**config.mk**
```make
export PLATFORM = sky130hd
export DESIGN_NAME = xlate_walker
export DESIGN_NICKNAME = d
export VERILOG_FILES = /design/src/rtl/xlate_pkg.sv /design/src/rtl/xlate_dpath.sv /design/src/rtl/xlate_ctrl.sv /design/src/rtl/xlate_walker.sv
export SDC_FILE = /design/constraint.sdc
export NUM_CORES = 1
export LEC_CHECK = 0
export BUFFER_PORTS_ARGS = -buffer_cell sky130_fd_sc_hd__buf_2
export CAP_MARGIN = 15
export CORE_MARGIN = 5
export CORE_UTILIZATION = 35
export DETAILED_ROUTE_END_ITERATION = 10
export GPL_ROUTABILITY_DRIVEN = 0
export HOLD_SLACK_MARGIN = 0.08
export PLACE_DENSITY = 0.6
export SLEW_MARGIN = 25
export SYNTH_ARGS = -nofsm -noshare
export SYNTH_HDL_FRONTEND = slang
export SYNTH_SLANG_ARGS = --single-unit
```
**constraint.sdc**
```tcl
create_clock -name clk -period 3.7 [get_ports clk]
set_input_delay 0.37 -clock clk [delete_from_list [all_inputs] [get_ports clk]]
set_output_delay 0.37 -clock clk [all_outputs]
set_load 0.02 [all_outputs]
```
**src/rtl/xlate_pkg.sv**
```systemverilog
package xlate_pkg;

  typedef enum logic [1:0] {
    MODE_PAGE   = 2'd0,
    MODE_SEG    = 2'd1,
    MODE_PSEG   = 2'd2,
    MODE_TWOSEG = 2'd3
  } walkMode_e;

  typedef enum logic [1:0] {
    ST_OK         = 2'd0,
    ST_PAGE_FAULT = 2'd1,
    ST_SEG_FAULT  = 2'd2
  } walkStatus_e;

  // strobes from the sequencer to the datapath
  typedef struct packed {
    logic       tbrOpen;   // base register may be written
    logic       accept;    // latch request fields
    logic       capture;   // resident entry arrived
    logic       fault;     // non-resident entry arrived
    logic       compose;   // form the physical address
    logic [1:0] level;     // current table level, 1-based
  } ctrlStrobe_t;

  function automatic logic [1:0] levelsFor(walkMode_e m);
    case (m)
      MODE_PSEG:   return 2'd2;
      MODE_TWOSEG: return 2'd3;
      default:     return 2'd1;
    endcase
  endfunction

endpackage

```
**src/rtl/xlate_dpath.sv**
```systemverilog
module xlate_dpath
  import xlate_pkg::*;
#(
  parameter int S1W    = 4,
  parameter int S2W    = 4,
  parameter int PW     = 4,
  parameter int WW     = 6,
  parameter int DATA_W = 16,
  parameter int MAW    = 16,
  localparam int VW    = DATA_W - 1,
  localparam int PAW   = VW + WW
) (
  input  logic              clk,
  input  logic              rstN,
  input  ctrlStrobe_t       strobe,
  input  logic              tbrWe,
  input  logic [MAW-1:0]    tbrData,
  input  logic [1:0]        reqMode,
  input  logic [S1W-1:0]    reqSeg1,
  input  logic [S2W-1:0]    reqSeg2,
  input  logic [PW-1:0]     reqPage,
  input  logic [WW-1:0]     reqOff,
  input  logic [DATA_W-1:0] memRspData,
  output logic [MAW-1:0]    memReqAddr,
  output logic              rspResident,
  output logic [1:0]        walkLevels,
  output logic [1:0]        resStatus,
  output logic [1:0]        resLevel,
  output logic [PAW-1:0]    resPaddr
);

  logic [MAW-1:0] tbrQ, baseQ, idx;
  walkMode_e      modeQ;
  logic [S1W-1:0] seg1Q;
  logic [S2W-1:0] seg2Q;
  logic [PW-1:0]  pageQ;
  logic [WW-1:0]  offQ;
  logic [VW-1:0]  entryQ, rspValue;
  logic [PAW-1:0] paddrQ, paddrCat, paddrSum;
  walkStatus_e    statusQ;
  logic [1:0]     levelQ;

  assign rspResident = memRspData[DATA_W-1];
  assign rspValue    = memRspData[VW-1:0];
  assign walkLevels  = levelsFor(modeQ);

  // index used at the current level
  always_comb begin
    case (modeQ)
      MODE_PAGE: idx = MAW'(pageQ);
      MODE_SEG:  idx = MAW'(seg1Q);
      MODE_PSEG: idx = (strobe.level == 2'd1) ? MAW'(seg1Q) : MAW'(pageQ);
      default: begin
        case (strobe.level)
          2'd1:    idx = MAW'(seg1Q);
          2'd2:    idx = MAW'(seg2Q);
          default: idx = MAW'(pageQ);
        endcase
      end
    endcase
  end

  assign memReqAddr = baseQ + idx;

  assign paddrCat = {entryQ, offQ};
  assign paddrSum = PAW'(entryQ) + PAW'(offQ);

  always_ff @(posedge clk) begin
    if (!rstN) begin
      tbrQ    <= '0;
      baseQ   <= '0;
      modeQ   <= MODE_PAGE;
      seg1Q   <= '0;
      seg2Q   <= '0;
      pageQ   <= '0;
      offQ    <= '0;
      entryQ  <= '0;
      paddrQ  <= '0;
      statusQ <= ST_OK;
      levelQ  <= '0;
    end else begin
      if (strobe.tbrOpen && tbrWe) tbrQ <= tbrData;
      if (strobe.accept) begin
        baseQ   <= tbrQ;
        modeQ   <= walkMode_e'(reqMode);
        seg1Q   <= reqSeg1;
        seg2Q   <= reqSeg2;
        pageQ   <= reqPage;
        offQ    <= reqOff;
        paddrQ  <= '0;
        statusQ <= ST_OK;
        levelQ  <= '0;
      end
      if (strobe.capture) begin
        baseQ  <= MAW'(rspValue);
        entryQ <= rspValue;
      end
      if (strobe.fault) begin
        statusQ <= (modeQ == MODE_SEG) ? ST_SEG_FAULT : ST_PAGE_FAULT;
        levelQ  <= strobe.level;
      end
      if (strobe.compose) paddrQ <= (modeQ == MODE_SEG) ? paddrSum : paddrCat;
    end
  end

  assign resStatus = statusQ;
  assign resLevel  = levelQ;
  assign resPaddr  = paddrQ;

  // a segment fault is only ever recorded for a pure segment walk
  assert_seg_fault_mode_R6: assert property (@(posedge clk) disable iff (!rstN)
    statusQ == ST_SEG_FAULT |-> modeQ == MODE_SEG);

  // the recorded fault level never exceeds the depth of the mode
  assert_fault_depth_R6: assert property (@(posedge clk) disable iff (!rstN)
    statusQ != ST_OK |-> levelQ >= 2'd1 && levelQ <= walkLevels);

endmodule

```
**src/rtl/xlate_ctrl.sv**
```systemverilog
module xlate_ctrl
  import xlate_pkg::*;
(
  input  logic        clk,
  input  logic        rstN,
  input  logic        reqValid,
  input  logic        memReqReady,
  input  logic        memRspValid,
  input  logic        rspResident,
  input  logic [1:0]  walkLevels,
  output ctrlStrobe_t strobe,
  output logic        reqReady,
  output logic        memReqValid,
  output logic        resValid
);

  typedef enum logic [2:0] {
    S_IDLE, S_ISSUE, S_WAIT, S_COMPOSE, S_DONE
  } walkState_e;

  walkState_e stateQ;
  logic [1:0] levelQ;
  logic       rspHere;

  assign rspHere     = (stateQ == S_WAIT) && memRspValid;
  assign reqReady    = (stateQ == S_IDLE);
  assign memReqValid = (stateQ == S_ISSUE);
  assign resValid    = (stateQ == S_DONE);

  always_comb begin
    strobe         = '0;
    strobe.tbrOpen = (stateQ == S_IDLE);
    strobe.accept  = (stateQ == S_IDLE) && reqValid;
    strobe.capture = rspHere && rspResident;
    strobe.fault   = rspHere && !rspResident;
    strobe.compose = (stateQ == S_COMPOSE);
    strobe.level   = levelQ;
  end

  always_ff @(posedge clk) begin
    if (!rstN) begin
      stateQ <= S_IDLE;
      levelQ <= '0;
    end else begin
      case (stateQ)
        S_IDLE: if (reqValid) begin
          stateQ <= S_ISSUE;
          levelQ <= 2'd1;
        end
        S_ISSUE: if (memReqReady) stateQ <= S_WAIT;
        S_WAIT: if (memRspValid) begin
          if (!rspResident)              stateQ <= S_DONE;
          else if (levelQ == walkLevels) stateQ <= S_COMPOSE;
          else begin
            stateQ <= S_ISSUE;
            levelQ <= levelQ + 2'd1;
          end
        end
        S_COMPOSE: stateQ <= S_DONE;
        default: begin
          stateQ <= S_IDLE;
          levelQ <= '0;
        end
      endcase
    end
  end

  // result is a single-cycle pulse
  assert_result_pulse_R8: assert property (@(posedge clk) disable iff (!rstN)
    resValid |=> !resValid);

  // after the result the walker is ready again
  assert_ready_after_result_R8: assert property (@(posedge clk) disable iff (!rstN)
    resValid |=> reqReady);

  // an idle walker never reads memory
  assert_idle_no_read_R1: assert property (@(posedge clk) disable iff (!rstN)
    reqReady |-> !memReqValid);

endmodule

```
**src/rtl/xlate_walker.sv**
```systemverilog
module xlate_walker
  import xlate_pkg::*;
#(
  parameter int S1W    = 4,
  parameter int S2W    = 4,
  parameter int PW     = 4,
  parameter int WW     = 6,
  parameter int DATA_W = 16,
  parameter int MAW    = 16,
  localparam int PAW   = DATA_W - 1 + WW
) (
  input  logic              clk,
  input  logic              rstN,
  input  logic              tbrWe,
  input  logic [MAW-1:0]    tbrData,
  input  logic              reqValid,
  output logic              reqReady,
  input  logic [1:0]        reqMode,
  input  logic [S1W-1:0]    reqSeg1,
  input  logic [S2W-1:0]    reqSeg2,
  input  logic [PW-1:0]     reqPage,
  input  logic [WW-1:0]     reqOff,
  output logic              memReqValid,
  input  logic              memReqReady,
  output logic [MAW-1:0]    memReqAddr,
  input  logic              memRspValid,
  input  logic [DATA_W-1:0] memRspData,
  output logic              resValid,
  output logic [1:0]        resStatus,
  output logic [1:0]        resLevel,
  output logic [PAW-1:0]    resPaddr
);

  ctrlStrobe_t strobe;
  logic        rspResident;
  logic [1:0]  walkLevels;

  xlate_ctrl u_ctrl (
    .clk         (clk),
    .rstN        (rstN),
    .reqValid    (reqValid),
    .memReqReady (memReqReady),
    .memRspValid (memRspValid),
    .rspResident (rspResident),
    .walkLevels  (walkLevels),
    .strobe      (strobe),
    .reqReady    (reqReady),
    .memReqValid (memReqValid),
    .resValid    (resValid)
  );

  xlate_dpath #(
    .S1W(S1W), .S2W(S2W), .PW(PW), .WW(WW), .DATA_W(DATA_W), .MAW(MAW)
  ) u_dpath (
    .clk         (clk),
    .rstN        (rstN),
    .strobe      (strobe),
    .tbrWe       (tbrWe),
    .tbrData     (tbrData),
    .reqMode     (reqMode),
    .reqSeg1     (reqSeg1),
    .reqSeg2     (reqSeg2),
    .reqPage     (reqPage),
    .reqOff      (reqOff),
    .memRspData  (memRspData),
    .memReqAddr  (memReqAddr),
    .rspResident (rspResident),
    .walkLevels  (walkLevels),
    .resStatus   (resStatus),
    .resLevel    (resLevel),
    .resPaddr    (resPaddr)
  );

  // a pending read holds its address until accepted
  assert_hold_request_R9: assert property (@(posedge clk) disable iff (!rstN)
    memReqValid && !memReqReady |=> memReqValid && $stable(memReqAddr));

  // a faulted result carries no address and a level
  assert_fault_no_addr_R6: assert property (@(posedge clk) disable iff (!rstN)
    resValid && resStatus != 2'd0 |-> resPaddr == '0 && resLevel != 2'd0);

  // a good result reports level zero
  assert_ok_level_R7: assert property (@(posedge clk) disable iff (!rstN)
    resValid && resStatus == 2'd0 |-> resLevel == 2'd0);

endmodule

```
==> key figures, run 1 <==
Synth
  • Mean Syn Cell Area: between 8 and 9 um2
  • Post-synthesis sequential area ratio: 0.4144
  • Synth Area in Compound Gates: 0.1984
  • Top cells by area, synth: dfxtp_1, nand2_1, a21oi_1, ha_1, xor2_1
  • Yosys reg bits: 97
  • Synth Flop Type: dfxtp_1
  • Yosys top cell by area: dfxtp_1
  • Post-synthesis xor/xnor area fraction: 0.04860
  • Share of the synthesized area in the top cell type: 0.4144
  • Synthesized area: 4686 um2
  • Unique masters post-synth: between 50 and 60
  • Largest family of logic cells by synthesized area: simple AND/OR/NAND/NOR gates
  • Syn_nets: 650
  • YS warnings: 0
  • Cell count after synthesis: around 580
  • Multiplexer share of the synthesized area: 0.03818
  • Post-synth ARST share: 0
  • Post-Synth Adder-Cell Area: 0.04326
  • Simple-Gate Fraction of Synth Area: 0.2115
  • Post-synth EDFFs: 0

STA
  • Relative slew margins: 0.3524
  • Min Tclk post-route: between 3000 and 4000 ps
  • Fmax: between 200 and 300 MHz
  • Setup violators final: 0
  • Setup WS post-layout: roughly 220 ps
  • Tightest Pin Transition: ~970 ps
  • Tcrit/Tclk final: 0.9401
  • Worst clock skew: about 5.4 ps
  • RSZ-0062 raised after global routing: false
  • Final number of max-transition violations: 0
  • Final hold vios: 0
  • Final setup TNS: 0 ps

Finish
  • Nets: about 740
  • Share of layout cells above drive strength 1: 0.2171
  • Antenna diodes: 0
  • Area grow syn2layout: 20.05%
  • Final Non-Filler Cells: 844
  • Fin area: about 5600 um2
  • Fill count: 1364

Power and ir drop
  • Worst ir drop on vdd: roughly 0.00022 V
  • Power Dens Cells: 421.7 nW/um2
  • Total power: around 2400 uW
  • Leakage: ~0.0023 uW

Global routing
  • Largest net degree at the start of global routing: between 50 and 60
  • Initial antenna violation count: 1
  • Number of global-route vias before repair: between 4000 and 5000
  • Total GRT Usage: 0.1638
  • First-pass GRT wire length: 21260 um
  • Grt total ovfl: 0

Placed design
  • Pre-CTS setup slack: 273.4 ps
  • Placed Cells: 827
  • Placed cell areas: ~5300 um2
  • I/O Buffers: approximately 100
  • Hpwl dp: ~9600 um

Die
  • Top Ports: approximately 100
  • Die X: about 130 um
  • Cell Rows: 42
  • Starting Density: 0.3552
  • Die Y: 125.7 um
  • Die Area: ~16000 um2
  • Core Region: approximately 13000 um2

Route
  • Post-route ant nets: 0
  • DRC viols: 0
  • Via/cell ratio: 5.174
  • Detailed Route WL: about 13000 um
  • Pre-Repair DR Iteration Count: 6
  • Drt wl/cell: approximately 16 um
  • Vias: approximately 4400
  • Initial DRC Count: 288

Clock network
  • CTS tree: done
  • Worst-Skew Late Latency: about 350 ps
  • Reg clk slew, reported paths: ~70 ps
  • H-tree depth: 3
  • # clock sinks: between 90 and 100
  • TritonCTS Buffers: 9
  • CTS Root Cell: clkbuf_16
  • CTS Buffer Depth: 2
  • CTS Hold Bufs: 0

Critical path
  • RR Endpoint: u_dpath.baseQ[6]
  • Reg2reg path depth: 5
  • Crit path largest cell delay: a little under 400 ps
  • Max FO, Critical Path: 9
  • Worst Path Required: roughly 3300 ps
  • WS Path Type: reg2out
  • CP max stage cell: dfxtp_4
  • Reg-to-reg startpoint: u_ctrl.stateQ[0]
  • Critical path capture point type: output pin
  • CP dominant cell by count: inv_1
  • Crit-path cells: inv_1, ha_4, inv_1, a21oi_1, nor2_1, a222oi_1, inv_1, fa_2, a21oi_1, nor2b_1, o21a_2, and3_1, xor2_1, buf_4
  • Critical Path AT: slightly above 3000 ps
  • Crit start category: register
  • Flop2flop setup slack: approximately 1300 ps

Outcome
  • Outcome: completed

Hold path
  • Hold WC Path Type: in2reg
  • Worst Hold Launch: tbrData[13]
  • Hold Crit Endpoint: u_dpath.tbrQ[13]
  • Worst Hold Depth: 3

Run
  • Max-cap violations: 0
-- synth_stat cells (2+ instances only) --
cell type and instances:
a211oi_1 2, a21oi_1 94, a222oi_1 4, a22oi_1 15, a31o_2 2, and2_1 2, and3_1 7, buf_2 9
buf_4 4, buf_6 3, clkbuf_1 17, dfxtp_1 97, fa_1 2, ha_1 13, inv_1 10, mux2_1 10
mux2_2 5, nand2_1 142, nand2b_1 3, nand3_1 20, nand3b_1 2, nand4_1 5, nor2_1 21, nor2b_1 3
nor3_1 4, o211ai_1 5, o21a_1 3, o21ai_0 11, o21bai_1 2, o22ai_1 9, o31ai_1 2, or3_1 2
xnor2_1 11, xor2_1 15
-- placed cells by master, fill, tap and decap left out, types with 8 or more instances in the layout --
cell type  Yosys  routed
nand2_1      142     142
buf_2          9     100
a21oi_1       94      94
dfxtp_1       97      94
nor2_1        21      21
nand3_1       20      20
xor2_1        15      15
a22oi_1       15      15
xnor2_1       11      11
o21ai_0       11      11
ha_1          13      11
mux2_1        10      10
inv_1         10       9
o22ai_1        9       9
clkbuf_16      0       9
buf_4          4       8
-- registers in the layout, summed over array words and instances (netlist names) --
signal and count:
u_dpath.modeQ 2, u_dpath.entryQ 15, u_dpath.seg2Q 4, u_dpath.offQ 6
u_dpath.resLevel 2, u_dpath.tbrQ 16, u_ctrl.levelQ 2, u_dpath.seg1Q 4
u_dpath.resPaddr 21, u_dpath.pageQ 4, u_dpath.baseQ 16, u_dpath.resStatus 2
u_ctrl.stateQ 3
-- report_power, final --
part	switching [uW]	internal [uW]	total (uW)
registers	51.9	1090	1140
clock network	406	496	902
logic	203	126	329
-- layout make-up --
cell class / instances / area, um2 / area share
Sequential cell: 97 / 1948 / 0.3463
Clock inverter: 3 / 25.02 / 0.004448
Multi-Input combinational cell: 436 / 2570 / 0.4568
Clock buffer: 13 / 260.3 / 0.04626
Tap cell: 176 / 220.2 / 0.03915
Timing Repair Buffer: 108 / 560.5 / 0.09964
Inverter: 11 / 41.29 / 0.007340
-- through the flow --
| step | hold slack [ps] | util |
|---|---|---|
| 2_1_floorplan | 432.9 | - |
| 3_3_place_gp | 440.5 | 0.4013 |
| 3_5_place_dp | 446.0 | 0.4013 |
| 4_1_cts | 246.8 | 0.4233 |
| 5_1_grt | 257.7 | 0.4265 |
| 6_report | 255.1 | 0.4265 |
-- per-layer routing --
metal | vias to the layer above | GRT usage | share of wire
met5 | - | 0 | 0.00099
met4 | 2 | 0.04209 | 0.016
met3 | 19 | 0.04953 | 0.056
met2 | 134 | 0.2659 | 0.47
met1 | 2027 | 0.2134 | 0.46
li1 | 2185 | - | -
-- what timing repair did --
action / in CTS / in global routing
hold endpoints to repair: 0 / 0
endpoints found under the setup margin: 10 / 10
gates resized for setup: 3 / 8
pin swaps: 0 / 4
setup buffers: 0 / 1
-- worst max path at each step --
stage | endpoint | slack (ps) | startpoint | cells past startpoint
floorplan | memReqAddr[13] | 460 | u_ctrl.levelQ[0] | 11
global placement | memReqAddr[12] | 350 | u_ctrl.levelQ[0] | 14
detailed placement | memReqAddr[12] | 270 | u_ctrl.levelQ[0] | 14
CTS | memReqAddr[12] | 30 | u_ctrl.levelQ[0] | 14
global route | memReqAddr[12] | 30 | u_ctrl.levelQ[0] | 14
finish | memReqAddr[12] | 220 | u_ctrl.levelQ[0] | 14
-- cell families (layout without fill, tap and decap cells) --
| family | count (synthesis) | after routing |
|---|---|---|
| simple gates | 222 | 222 |
| compound gates | 157 | 157 |
| flops | 97 | 97 |
| buf+inv | 44 | 135 |
| xor+xnor | 26 | 26 |
| mux | 16 | 16 |
| fa+ha+maj | 15 | 15 |
-- critical path: cells and delay by family, from the launching register on --
| kind | cells | cell delay [ps] |
|---|---|---|
| xor gates and xnor gates | 1 | 140 |
| and+or+nand+nor | 3 | 330 |
| DFF | 1 | 390 |
| AOI/OAI and AO/OA | 4 | 820 |
| adders and majority gates | 2 | 680 |
| buffers and inverters | 4 | 410 |
Power figures use the tool's default switching activity.
==> inputs of run 2 (changes only) <==
BUFFER_PORTS_ARGS = default   (was -buffer_cell sky130_fd_sc_hd__buf_2)
DONT_BUFFER_PORTS = 1   (was default)
PLACE_DENSITY = 0.54   (was 0.6)
==> key figures, run 2 (synthesis results as in run 1) <==
Die
  • Die X: 125.7 um (unchanged)
  • Core Region: 13190 um2 (unchanged)
  • Starting Density: 0.3552 (unchanged)
  • Die Area: 15800 um2 (unchanged)
  • Top Ports: 102 (unchanged)
  • Cell Rows: 42 (unchanged)
  • Die Y: 125.7 um (unchanged)

STA
  • Final number of max-transition violations: 0 (unchanged)
  • Fmax: 285.7 MHz (was 287.5 MHz)
  • Worst clock skew: 7.034 ps (was 5.396 ps)
  • Setup WS post-layout: 199.4 ps (was 221.7 ps)
  • Tightest Pin Transition: 916.0 ps (was 970.0 ps)
  • Final hold vios: 0 (unchanged)
  • Min Tclk post-route: 3501 ps (was 3478 ps)
  • Setup violators final: 0 (unchanged)
  • Relative slew margins: 0.3879 (was 0.3524)
  • Tcrit/Tclk final: 0.9461 (was 0.9401)

Global routing
  • Initial antenna violation count: 0 (was 1)
  • Number of global-route vias before repair: 3855 (was 4263)
  • Grt total ovfl: 0 (unchanged)
  • Gr busiest metal: met2 (unchanged)
  • Total GRT Usage: 0.1628 (was 0.1638)
  • Largest net degree at the start of global routing: 64 (was 58)
  • GR Util met2: 0.2649 (was 0.2659)
  • Met3 usage in global routing: 0.06181 (was 0.04953)
  • First-pass GRT wire length: 20600 um (was 21260 um)
  • Met1 Use GR: 0.1979 (was 0.2134)

Route
  • Detailed Route WL: 12990 um (was 13140 um)
  • Initial DRC Count: 353 (was 288)
  • Vias: 4068 (was 4367)
  • DRC viols: 0 (unchanged)
  • Pre-Repair DR Iteration Count: 5 (was 6)
  • Via/cell ratio: 5.410 (was 5.174)
  • Drt wl/cell: 17.28 um (was 15.57 um)
  • Post-route ant nets: 0 (unchanged)

Clock network
  • CTS Root Cell: clkbuf_16 (unchanged)
  • Worst-Skew Late Latency: 350 ps (about the same)
  • CTS tree: done (unchanged)
  • TritonCTS Buffers: 9 (unchanged)
  • # clock sinks: 97 (unchanged)
  • H-tree depth: 3 (unchanged)
  • CTS Hold Bufs: 0 (unchanged)
  • CTS Buffer Depth: 2 (unchanged)
  • Reg clk slew, reported paths: 70 ps (about the same)

Placed design
  • I/O Buffers: 0 (was 101)
  • Hpwl dp: 9431 um (was 9575 um)
  • Pre-CTS setup slack: 305.9 ps (was 273.4 ps)

Hold path
  • Worst Hold Depth: 1 (was 3)
  • Worst Hold Launch: memRspData[15] (was tbrData[13])
  • Hold WC Path Type: in2reg (unchanged)
  • Hold Crit Endpoint: u_ctrl.stateQ[2] (was u_dpath.tbrQ[13])

Critical path
  • WS Path Type: reg2out (unchanged)
  • Reg-to-reg startpoint: u_ctrl.stateQ[0] (unchanged)
  • RR Endpoint: u_dpath.resPaddr[13] (was u_dpath.baseQ[6])
  • Reg2reg path depth: 5 (unchanged)
  • Critical path capture point type: output pin (unchanged)
  • Worst Path Required: 3330 ps (about the same)
  • Critical Path AT: 3130 ps (was 3110 ps)
  • Max FO, Critical Path: 8 (was 9)
  • Crit start category: register (unchanged)
  • Flop2flop setup slack: 1170 ps (was 1330 ps)

Finish
  • Max FFs per register: 21 (unchanged)
  • Antenna diodes: 0 (unchanged)
  • Share of layout cells above drive strength 1: 0.09375 (was 0.2171)
  • Area grow syn2layout: 11.27% (was 20.05%)
  • Leading cell type in the layout, fill and taps excluded: nand2_1 (unchanged)
  • Commonest non-fill, non-tap cells in the layout: nand2_1, a21oi_1, dfxtp_1 (was nand2_1, buf_2, a21oi_1, dfxtp_1, nor2_1)
  • Nets: 645 (was 736)
  • Fill count: 1374 (was 1364)
  • Post-Route Utilization: 0.3953 (was 0.4265)

Run
  • Max-cap violations: 0 (unchanged)

Power and ir drop
  • Leakage: 0.001916 uW (was 0.002307 uW)
  • Power Dens Cells: 465.5 nW/um2 (was 421.7 nW/um2)
  • Worst ir drop on vdd: 0.0002853 V (was 0.0002207 V)

Outcome
  • Outcome: completed (unchanged)
## run 2: worst max-delay path by stage
stage,from,endpoint,slack [ps]
3_3_place_gp,u_ctrl.levelQ[0],memReqAddr[12],350
2_1_floorplan,u_ctrl.levelQ[0],memReqAddr[13],460
3_5_place_dp,u_ctrl.levelQ[0],memReqAddr[12],310
5_1_grt,u_ctrl.levelQ[0],memReqAddr[12],-40
6_report,u_ctrl.levelQ[1],memReqAddr[15],200
4_1_cts,u_ctrl.levelQ[0],memReqAddr[12],10
## run 2: what timing repair did
item,4_1_cts,5_1_grt
pin swaps,0,1
resized for setup,2,8
buffers inserted,0,1
setup endpoints to repair,9,12
## run 2: where the power goes
part,leakage [uW],switching [uW],internal [uW]
registers,0.000790,53.2,1090
clock network,0.000152,411,592
logic,0.000974,183,99.2
total,0.00192,647,1780
## run 2: cell type report
class	count	area, um2	share of cell area
multi-input combinational	436	2557	0.4905
tap	176	220.2	0.04224
inverter	11	42.54	0.008159
sequential	97	1951	0.3741
timing repair buffer	17	127.6	0.02448
clock inverter	6	90.09	0.01728
clock buffer	9	225.2	0.04320
## run 2: through the flow
stage / area (um2) / hold slack (ps) / cells / total power, uW / setup TNS, ps
after floorplan: 4686 / 432.9 / 577 / 1383 / 0
after global placement: 4862 / 443.4 / 736 / 1442 / 0
after detailed placement: 4862 / 448.7 / 736 / 1449 / 0
after CTS: 5181 / 99.05 / 751 / 2467 / 0
after global routing: 5214 / 101.1 / 752 / 2549 / -55.67
final: 5214 / 116.3 / 752 / 2427 / 0
## run 2: routing by layer
layer	up-vias	share of wire
li1	1999	-
met1	1928	0.42
met2	120	0.48
met3	21	0.082
met4	0	0.017
met5	-	0
## run 2: critical path, stage by stage (launching register included)
cell,delay [ps]
dfxtp_4,370
inv_1,100
ha_1,190
a21oi_1,80
a31o_2,250
a222oi_1,330
inv_1,90
ha_1,340
nand3_1,100
o211ai_1,200
buf_4,160
and2_4,150
nand3_1,80
xnor2_1,170
buf_4,170
